`src/rtl/tsc_pkg.sv`:
```
package tsc_pkg;
  localparam int unsigned ACT_W = 2;
  localparam logic [ACT_W-1:0] ACT_PASS  = 2'd0;
  localparam logic [ACT_W-1:0] ACT_STRIP = 2'd1;
  localparam logic [ACT_W-1:0] ACT_FAULT = 2'd2;

  function automatic logic [ACT_W-1:0] act_legal(input logic [ACT_W-1:0] a);
    return (a == ACT_STRIP || a == ACT_FAULT) ? a : ACT_PASS;
  endfunction
endpackage

```
`src/rtl/tsc_rule_bank.sv`:
```
module tsc_rule_bank #(
  parameter int unsigned N_RULES = 64,
  parameter int unsigned PORT_W  = 6,
  localparam int unsigned IDX_W  = $clog2(N_RULES)
) (
  input  logic                          clk_i,
  input  logic                          rst_ni,
  input  logic                          we_i,
  input  logic [IDX_W-1:0]              idx_i,
  input  logic                          en_i,
  input  logic [PORT_W-1:0]             port_i,
  input  logic                          tv_i,
  input  logic [tsc_pkg::ACT_W-1:0]     act_i,
  input  logic [PORT_W-1:0]             lk_port_i,
  input  logic                          lk_tv_i,
  output logic [N_RULES-1:0]            hit_o,
  output logic [N_RULES-1:0][tsc_pkg::ACT_W-1:0] act_o
);
  for (genvar g = 0; g < N_RULES; g++) begin : g_rule
    logic              en_q;
    logic              tv_q;
    logic [PORT_W-1:0] port_q;
    logic [tsc_pkg::ACT_W-1:0] act_q;

    always_ff @(posedge clk_i or negedge rst_ni) begin
      if (!rst_ni) begin
        en_q   <= 1'b0;
        tv_q   <= 1'b0;
        port_q <= '0;
        act_q  <= tsc_pkg::ACT_PASS;
      end else if (we_i && idx_i == IDX_W'(g)) begin
        en_q   <= en_i;
        tv_q   <= tv_i;
        port_q <= port_i;
        act_q  <= act_i;
      end
    end

    assign hit_o[g] = en_q && (tv_q == lk_tv_i) && (port_q == lk_port_i);
    assign act_o[g] = act_q;
  end
endmodule

```
`src/rtl/tsc_hit_pick.sv`:
```
module tsc_hit_pick #(
  parameter int unsigned N_RULES = 64
) (
  input  logic [N_RULES-1:0]                     hit_i,
  input  logic [N_RULES-1:0][tsc_pkg::ACT_W-1:0] act_i,
  output logic                                   any_o,
  output logic [tsc_pkg::ACT_W-1:0]              act_o
);
  // lowest index wins
  always_comb begin
    any_o = 1'b0;
    act_o = tsc_pkg::ACT_PASS;
    for (int i = N_RULES - 1; i >= 0; i--) begin
      if (hit_i[i]) begin
        any_o = 1'b1;
        act_o = act_i[i];
      end
    end
  end
endmodule

```
`src/rtl/tsc_port_attr.sv`:
```
module tsc_port_attr #(
  parameter int unsigned PORT_W = 6,
  localparam int unsigned N_PORTS = 1 << PORT_W
) (
  input  logic              clk_i,
  input  logic              rst_ni,
  input  logic              we_i,
  input  logic [PORT_W-1:0] port_i,
  input  logic              val_i,
  input  logic [PORT_W-1:0] lk_port_i,
  output logic              core_o
);
  logic [N_PORTS-1:0] core_q;

  always_ff @(posedge clk_i or negedge rst_ni) begin
    if (!rst_ni)   core_q <= '0;
    else if (we_i) core_q[port_i] <= val_i;
  end

  assign core_o = core_q[lk_port_i];
endmodule

```
`src/rtl/tag_src_check.sv`:
```
module tag_src_check #(
  parameter int unsigned N_RULES = 64,
  parameter int unsigned PORT_W  = 6,
  parameter int unsigned TAG_W   = 32,
  localparam int unsigned IDX_W  = $clog2(N_RULES)
) (
  input  logic                      clk_i,
  input  logic                      rst_ni,
  input  logic                      rule_we_i,
  input  logic [IDX_W-1:0]          rule_idx_i,
  input  logic                      rule_en_i,
  input  logic [PORT_W-1:0]         rule_port_i,
  input  logic                      rule_tv_i,
  input  logic [1:0]                rule_act_i,
  input  logic                      core_we_i,
  input  logic [PORT_W-1:0]         core_port_i,
  input  logic                      core_val_i,
  input  logic                      lk_valid_i,
  input  logic [PORT_W-1:0]         lk_port_i,
  input  logic                      lk_tv_i,
  input  logic [TAG_W-1:0]          lk_tag_i,
  output logic                      res_valid_o,
  output logic [1:0]                res_action_o,
  output logic                      res_strip_o,
  output logic [TAG_W-1:0]          meta_tag_o,
  output logic                      meta_tagged_o
);
  import tsc_pkg::*;

  logic [N_RULES-1:0]            hit;
  logic [N_RULES-1:0][ACT_W-1:0] rule_act;
  logic                          hit_any;
  logic [ACT_W-1:0]              hit_act;
  logic                          core_bit;
  logic [ACT_W-1:0]              act_d;

  tsc_rule_bank #(.N_RULES(N_RULES), .PORT_W(PORT_W)) bank_i (
    .clk_i, .rst_ni,
    .we_i(rule_we_i), .idx_i(rule_idx_i), .en_i(rule_en_i),
    .port_i(rule_port_i), .tv_i(rule_tv_i), .act_i(rule_act_i),
    .lk_port_i, .lk_tv_i,
    .hit_o(hit), .act_o(rule_act)
  );

  tsc_hit_pick #(.N_RULES(N_RULES)) pick_i (
    .hit_i(hit), .act_i(rule_act), .any_o(hit_any), .act_o(hit_act)
  );

  tsc_port_attr #(.PORT_W(PORT_W)) attr_i (
    .clk_i, .rst_ni,
    .we_i(core_we_i), .port_i(core_port_i), .val_i(core_val_i),
    .lk_port_i, .core_o(core_bit)
  );

  assign act_d = (hit_any && core_bit) ? act_legal(hit_act) : ACT_PASS;

  always_ff @(posedge clk_i or negedge rst_ni) begin
    if (!rst_ni) begin
      res_valid_o   <= 1'b0;
      res_action_o  <= ACT_PASS;
      res_strip_o   <= 1'b0;
      meta_tag_o    <= '0;
      meta_tagged_o <= 1'b0;
    end else begin
      res_valid_o <= lk_valid_i;
      if (lk_valid_i) begin
        res_action_o  <= act_d;
        res_strip_o   <= (act_d == ACT_STRIP);
        meta_tagged_o <= (act_d == ACT_STRIP);
        if (act_d == ACT_STRIP) meta_tag_o <= lk_tag_i;
      end else begin
        res_action_o <= ACT_PASS;
        res_strip_o  <= 1'b0;
      end
    end
  end
endmodule

```
`config.mk`:
```
export PLATFORM = sky130hd
export DESIGN_NAME = tag_src_check
export DESIGN_NICKNAME = d
export VERILOG_FILES = /design/src/rtl/tsc_pkg.sv /design/src/rtl/tsc_rule_bank.sv /design/src/rtl/tsc_hit_pick.sv /design/src/rtl/tsc_port_attr.sv /design/src/rtl/tag_src_check.sv
export SDC_FILE = /design/constraint.sdc
export NUM_CORES = 1
export LEC_CHECK = 0
export ABC_AREA = 1
export CAP_MARGIN = 25
export CORE_UTILIZATION = 55
export DETAILED_ROUTE_END_ITERATION = 8
export GPL_ROUTABILITY_DRIVEN = 0
export PLACE_DENSITY_LB_ADDON = 0.2
export SLEW_MARGIN = 20
export SYNTH_ARGS = -nofsm -noshare
export SYNTH_HDL_FRONTEND = slang
export SYNTH_HIERARCHICAL = 1
export SYNTH_SLANG_ARGS = --single-unit
```
`constraint.sdc`:
```
create_clock -name clk_i -period 3.8 [get_ports clk_i]
set_input_delay 0.38 -clock clk_i [delete_from_list [all_inputs] [get_ports clk_i]]
set_output_delay 0.38 -clock clk_i [all_outputs]
set_load 0.02 [all_outputs]
```
== Word level (Yosys, flattened, before mapping) ==
Index checks and enable logic that the tools add are counted.

* Order comparisons: 3
* Equality and inequality tests: 194
* Multiplexer cells: 137
* Reductions and logical operators: 197

{| class="wikitable"
|+ Operator list
! operator !! number
|-
| 6-bit equality test || 64
|-
| 1-bit logical AND || 194
|-
| 6-bit equality test, second input constant || 32
|-
| 2-bit 2-to-1 mux || 67
|-
| 6-bit by 5-bit equality test with 1-bit output, second input constant || 16
|-
| 1-bit 2-to-1 mux || 67
|-
| 64-bit bitwise mux || 1
|-
| 1-bit equality test || 64
|-
| 6-bit by 4-bit equality test with 1-bit output, second input constant || 8
|-
| 6-bit by 3-bit equality test with 1-bit output, second input constant || 4
|-
| 6-bit by 7-bit < comparator with 1-bit output, second input constant || 2
|-
| 6-bit by 2-bit equality test with 1-bit output, second input constant || 2
|-
| 1-bit binary-select mux with 6-bit select || 1
|-
| 1-bit demux with 6-bit select || 1
|-
| 6-bit by 1-bit equality test with 1-bit output, second input constant || 1
|-
| 6-bit by 1-bit >= comparator with 1-bit output, second input constant || 1
|-
| 6-bit logical NOT || 1
|-
| 2-bit by 1-bit equality test with 1-bit output, second input constant || 2
|-
| 2-bit equality test, second input constant || 1
|-
| 2-bit AND reduction || 1
|-
| 1-bit logical OR || 1
|}

* Bits in registers: 741
* Input port bits: 67
* Output and inout port bits: 37
* Word-level logic and storage cells: 793

== Logic depth before layout (Yosys ltp) ==
* Depth in word-level cells: 73
* Mapped depth: 65
* Mapped depth without buffers: 61

== Modules after synthesis ==
Netlist, hierarchy kept.

{| class="wikitable"
|+ Modules (own cells, without submodules)
! module !! times used !! cells an instance !! area each (µm²) !! sequential area each (µm²)
|-
| tsc_rule_bank || 1 || 4547 || 31606.6 || 16015.4
|-
| tsc_port_attr || 1 || 422 || 3305.7 || 1601.5
|-
| tsc_hit_pick || 1 || 302 || 1507.7 || 0.0
|-
| tag_src_check || 1 || 153 || 1456.4 || 925.9
|}

== Worst setup path before layout ==
Ideal clock, no wire load.

* Kind: input port to flip-flop
* Start: input lk_port_i[4]
* End: register meta_tag_o[0]
* Library setup time: 117 ps
* Arrival: 4186 ps
* Setup slack: -503 ps
* Cell stages on the path: 65
* Buffers on the path: 4
* Cell sequence: buf_2 inv_1 buf_2 buf_2 nand2_1 nand2_1 nor2_1 nand2_1 nor2_1 inv_1 nor2_2 nor2_1 nand2_1 nand2_1 nand2_1 nand2_1 nand2_1 nand2_1 [... 29 more ...] nand2_1 nand2_1 nand2_1 nand2_1 nand2_1 nand2_1 nand2_1 nand2_1 nand2_1 nand2_1 nand2_1 nand2_1 nand2_1 nor2_4 nand2_4 buf_6 nand2_1 nand2_1

* Elaborated cells on any way between the ends: 266
* Classes of those cells: eq/ne: 67; mux: 132; reduce/logical: 67

{| class="wikitable"
|+ RTL lines
! item !! RTL line !! RTL
|-
| from (decl) || tag_src_check.sv:19 || <nowiki>input logic [PORT_W-1:0] lk_port_i,</nowiki>
|-
| 6-bit equality test * || tsc_rule_bank.sv:39 || <nowiki>assign hit_o[g] = en_q && (tv_q == lk_tv_i) && (port_q == lk_port_i);</nowiki>
|-
| 1-bit logical AND * || tsc_rule_bank.sv:39 ||
|-
| net hit[61] || tag_src_check.sv:30 || <nowiki>logic [N_RULES-1:0] hit;</nowiki>
|-
| 2-bit 2-to-1 mux * (62 in a row) || tsc_hit_pick.sv:14 || <nowiki>if (hit_i[i]) begin</nowiki>
|-
| net hit_act[1] || tag_src_check.sv:33 || <nowiki>logic [ACT_W-1:0] hit_act;</nowiki>
|-
| 2-bit by 1-bit equality test with 1-bit output / 2-bit equality test (equally long branches) || tsc_pkg.sv:8 || <nowiki>return (a == ACT_STRIP || a == ACT_FAULT) ? a : ACT_PASS;</nowiki>
|-
| 1-bit logical OR || tsc_pkg.sv:8 ||
|-
| 2-bit 2-to-1 mux * || tsc_pkg.sv:8 ||
|-
| 2-bit 2-to-1 mux * || tag_src_check.sv:55 || <nowiki>assign act_d = (hit_any && core_bit) ? act_legal(hit_act) : ACT_PASS;</nowiki>
|-
| 2-bit by 1-bit equality test with 1-bit output * || tag_src_check.sv:70 || <nowiki>if (act_d == ACT_STRIP) meta_tag_o <= lk_tag_i;</nowiki>
|-
| 2-bit AND reduction (no line) * || - ||
|-
| to (signal assigned) || tag_src_check.sv:70 ||
|-
| to (decl) || tag_src_check.sv:25 || <nowiki>output logic [TAG_W-1:0] meta_tag_o,</nowiki>
|}

The timed path passes the listed nets; every way through them passes the cells marked *. The select of a mux whose other input is x is not followed.
A chain may end at the register's enable or synchronous reset.

== Final worst setup path ==
* Start: register bank_i.g_rule[59].port_q[2]
* End: register meta_tag_o[28]

* Word-level cells in the longest chain between the ends: 68
* Elaborated cells on any way between the ends: 130
* Classes of those cells: eq/ne: 4; mux: 122; reduce/logical: 4

{| class="wikitable"
|+ RTL lines
! item !! RTL line !! RTL
|-
| from (decl) || tsc_rule_bank.sv:22 || <nowiki>logic [PORT_W-1:0] port_q;</nowiki>
|-
| from (signal assigned) || tsc_rule_bank.sv:34 || <nowiki>port_q <= port_i;</nowiki>
|-
| 6-bit equality test * || tsc_rule_bank.sv:39 ||
|-
| 1-bit logical AND * || tsc_rule_bank.sv:39 ||
|-
| net hit[59] || tag_src_check.sv:30 ||
|-
| 2-bit 2-to-1 mux * (60 in a row) || tsc_hit_pick.sv:14 ||
|-
| net hit_act[1] || tag_src_check.sv:33 ||
|-
| 2-bit by 1-bit equality test with 1-bit output / 2-bit equality test (equally long branches) || tsc_pkg.sv:8 ||
|-
| 1-bit logical OR || tsc_pkg.sv:8 ||
|-
| 2-bit 2-to-1 mux * || tsc_pkg.sv:8 ||
|-
| 2-bit 2-to-1 mux * || tag_src_check.sv:55 ||
|-
| 2-bit by 1-bit equality test with 1-bit output * || tag_src_check.sv:70 ||
|-
| 2-bit AND reduction (no line) * || - ||
|}

The timed path passes the listed nets; every way through them passes the cells marked *.

==> out/results.tsv <==
stage	metric	value	unit
status	status	finished, violations left	
status	failing checks	setup timing	
setup_path	delay of the slowest critical-path stage	370	ps
sta	final setup violating endpoints	36	
synth	Syn Nets	5491	
die	die width	264.4	um
global_routing	first-pass GRT wire length	183400	um
finish	most frequent cells in the layout	nand2_1 (2356), dfrtp_1 (741), o21ai_0 (643)	
finish	Reg area	0.01854	mm^2
clocking	Worst-Skew Late Latency	640	ps
setup_path	CP Max Fanout	9	
synth	largest family of logic cells by synthesized area	simple AND/OR/NAND/NOR gates	
power	combinational fraction of design power	0.156	
die	Die Y	264.4	um
synth	area leader, netlist	dfrtp_1	
finish	P&R area growth vs syn	16.03	%
sta	Final Cycle Share	1.213	
die	I/O pin count	104	
sta	hold slack	295.9	ps
synth	post-synthesis compound-gate area fraction	0.1138	
synth	count of state elements after synthesis	741	
sta	Worst slew margin	0.3416	
drt	Routed WL	115200	um
synth	FFs w/ async S/R, synth	1.000	
finish	commonest non-fill, non-tap cell in the layout	nand2_1	
die	cell row count	95	
synth	total number of yosys warnings	6	
power	design internal power	15.13	mW
synth	XOR/XNOR share of the synthesized area	0	
power	Pleak	22.09	nW
power	Power Dens Cells	483.6	mW/mm^2
synth	number of synthesized flops with an enable pin	0	
placed_design	setup slack at placement	-1148	ps
global_routing	GR Overflow Total	0	
finish	final core occ	0.6498	
drt	Final ANT Viol Nets	0	
setup_path	CP Buf/Inv Count	4	
global_routing	largest net degree at the start of global routing	104	
sta	Setup TNS	-27260	ps
power	Switching Fraction	0.2880	
setup_path	path type of the worst setup path	reg -> reg	
synth	portion of netlist area occupied by mux cells	0.003171	
synth	dominant synthesized flop cell	dfrtp_1	
power	clock network fraction of total power	0.388	
finish	Nets	5603	
flow_run	Max Cap Violations	0	
finish	multi-input logic area	0.01629	mm^2
setup_path	type of origin of the critical path	flop	
finish	share of layout cells above drive strength 1	0.08750	
sta	worst-margin pin slew	984.0	ps
sta	Final min period	4608	ps
synth	register area share after synthesis	0.4896	
setup_path	WP data arrival	5140	ps
sta	unrepaired setup endpoints after global routing	yes	
drt	DRT Pass-1 Iters	7	
clocking	root buffer cell	clkbuf_16	
placed_design	dpl hpwl	72520	um
hold_path	Hold WC Path Type	in -> reg	
die	Starting Density	0.5600	
synth	top cell type's share of synthesized area	0.4896	
drt	Iter 0 DRT Violations	4024	
sta	max-slew violation count	0	
synth	post-synthesis adder-cell area fraction	0	
clocking	Bufs on Longest Clock Path	3	
clocking	CTS sink count	741	
power	sequential share of power	0.456	
sta	Hold Fails Final Rpt	0	
drt	# DRC	0	
sta	slack of the critical path	-807.6	ps
sta	Max Fclk	217.0	MHz
drt	DR vias	35113	
synth	synth top area cells	dfrtp_1 (49%), nand2_1 (24%), o21ai_0 (8.5%)	
drt	Via density	5.424	
placed_design	port bufs	103	
setup_path	most frequent CP cell	nand2_1	
synth	synthesized area	0.03788	mm^2
global_routing	initial antenna violation count	1	
synth	Synth Area in Simple Gates	0.3062	
finish	# fillers	5846	
global_routing	overall global routing resource usage	0.3322	
setup_path	Worst Setup End Kind	flop	
clocking	total CTS buffers	80	
setup_path	delay-heaviest family, CP	simple AND/OR/NAND/NOR gates	
drt	routed len/inst	17.79	um
clocking	H-tree depth	3	
power	Worst VDD drop	421.8	uV
sta	clock skew	24.91	ps
synth	Synth Instances	5424	
global_routing	number of global-route vias before repair	33031	
setup_path	CP max-delay cell	dfrtp_1	
power	switching power	6.121	mW
clocking	TritonCTS clock tree	done	
synth	Synth cell types	37	
clocking	Clock Pin Slew Worst Setup and Hold Paths	60	ps
power	total power	21.25	mW
die	core area	0.06763	mm^2
die	die area	0.06992	mm^2
setup_path	WP data required	4330	ps
synth	Avg Synthesized Cell Area	6.983	um^2
worst register-to-register path, delay by kind of cell, from the launching register on:
kind,cells,cell delay [ps]
simple gates,59,3740
buf+inv,4,420
flops,1,370
final timing paths:
check	cells after the start	to	slack, ps	startpoint
setup / recovery	63	meta_tag_o[28]	-810	bank_i/g_rule[59].port_q[2]
hold reg to reg	2	meta_tag_o[5]	470	meta_tag_o[5]
max in group asynchronous	3	bank_i/g_rule[60].port_q[1]	2360	rst_ni
hold / removal	3	meta_tag_o[31]	300	lk_tag_i[31]
min in group asynchronous	2	bank_i/g_rule[31].en_q	380	rst_ni
setup reg to reg	63	meta_tag_o[28]	-810	bank_i/g_rule[59].port_q[2]
metal layers:
layer / up-vias / share of wire / global-route usage
li1: 16943 / - / -
met1: 16473 / 0.44 / 0.4763
met2: 1414 / 0.44 / 0.5118
met3: 281 / 0.083 / 0.05824
met4: 2 / 0.033 / 0.1098
met5: - / 0.0012 / 0
repair_timing:
| action | in CTS | in global routing |
|---|---|---|
| pin swaps | 15 | 14 |
| gates resized for setup | 20 | 35 |
| buffers inserted | 10 | 1 |
| endpoints found under the setup margin | 36 | 36 |
| endpoints found under the hold margin | 70 | 0 |
| hold buffers | 1 | 0 |
| cloned | 6 | 1 |
area by class of cell:
class                   instances  share of cell area
well taps                     873             0.02485
inverters                     507             0.04367
clock inverters                28            0.007772
flip-flops and latches        741              0.4219
multi-input cells            3856              0.3706
repair buffers                350             0.07581
diodes                          1          0.00005694
clock buffers                 118             0.05532
kinds of logic after synthesis:
logic type	after synthesis
buf+inv	832
simple gates	3016
flops	741
mux	12
compound gates	823
per-stage QoR:
step	cells	cell area [um^2]
final	6474	43950
after global routing	6473	43950
after CTS	6471	43810
after detailed placement	6308	40690
after global placement	6308	40690
after floorplan	5424	37990
cells in the mapped netlist, types with 17 or more instances:
library cell / count
nor2_1: 486
o21ai_0: 644
inv_2: 17
a31oi_1: 55
a221oi_1: 22
or2_2: 17
nand2_1: 2384
dfrtp_1: 741
a21oi_1: 89
clkbuf_1: 216
inv_1: 489
nand3_1: 104
buf_2: 82
flip-flops by register name, summed over array words and instances (netlist names):
register and flops:
attr_i/core_q 64, bank_i/g_rule.act_q 128, bank_i/g_rule.en_q 64, bank_i/g_rule.port_q 384, bank_i/g_rule.tv_q 64, meta_tag_o 32, meta_tagged_o 1, res_action_o 2
res_strip_o 1, res_valid_o 1
power groups by stage:
stage	Clock, mW	Sequential [mW]	Combinational, mW
3_3_place_gp	0	9.77	3.08
4_1_cts	8.30	9.67	3.28
6_report	8.25	9.70	3.31
2_1_floorplan	0	9.63	2.16
5_1_grt	8.58	9.83	3.81
3_5_place_dp	0	9.79	3.19
Power figures use the tool's default switching activity.
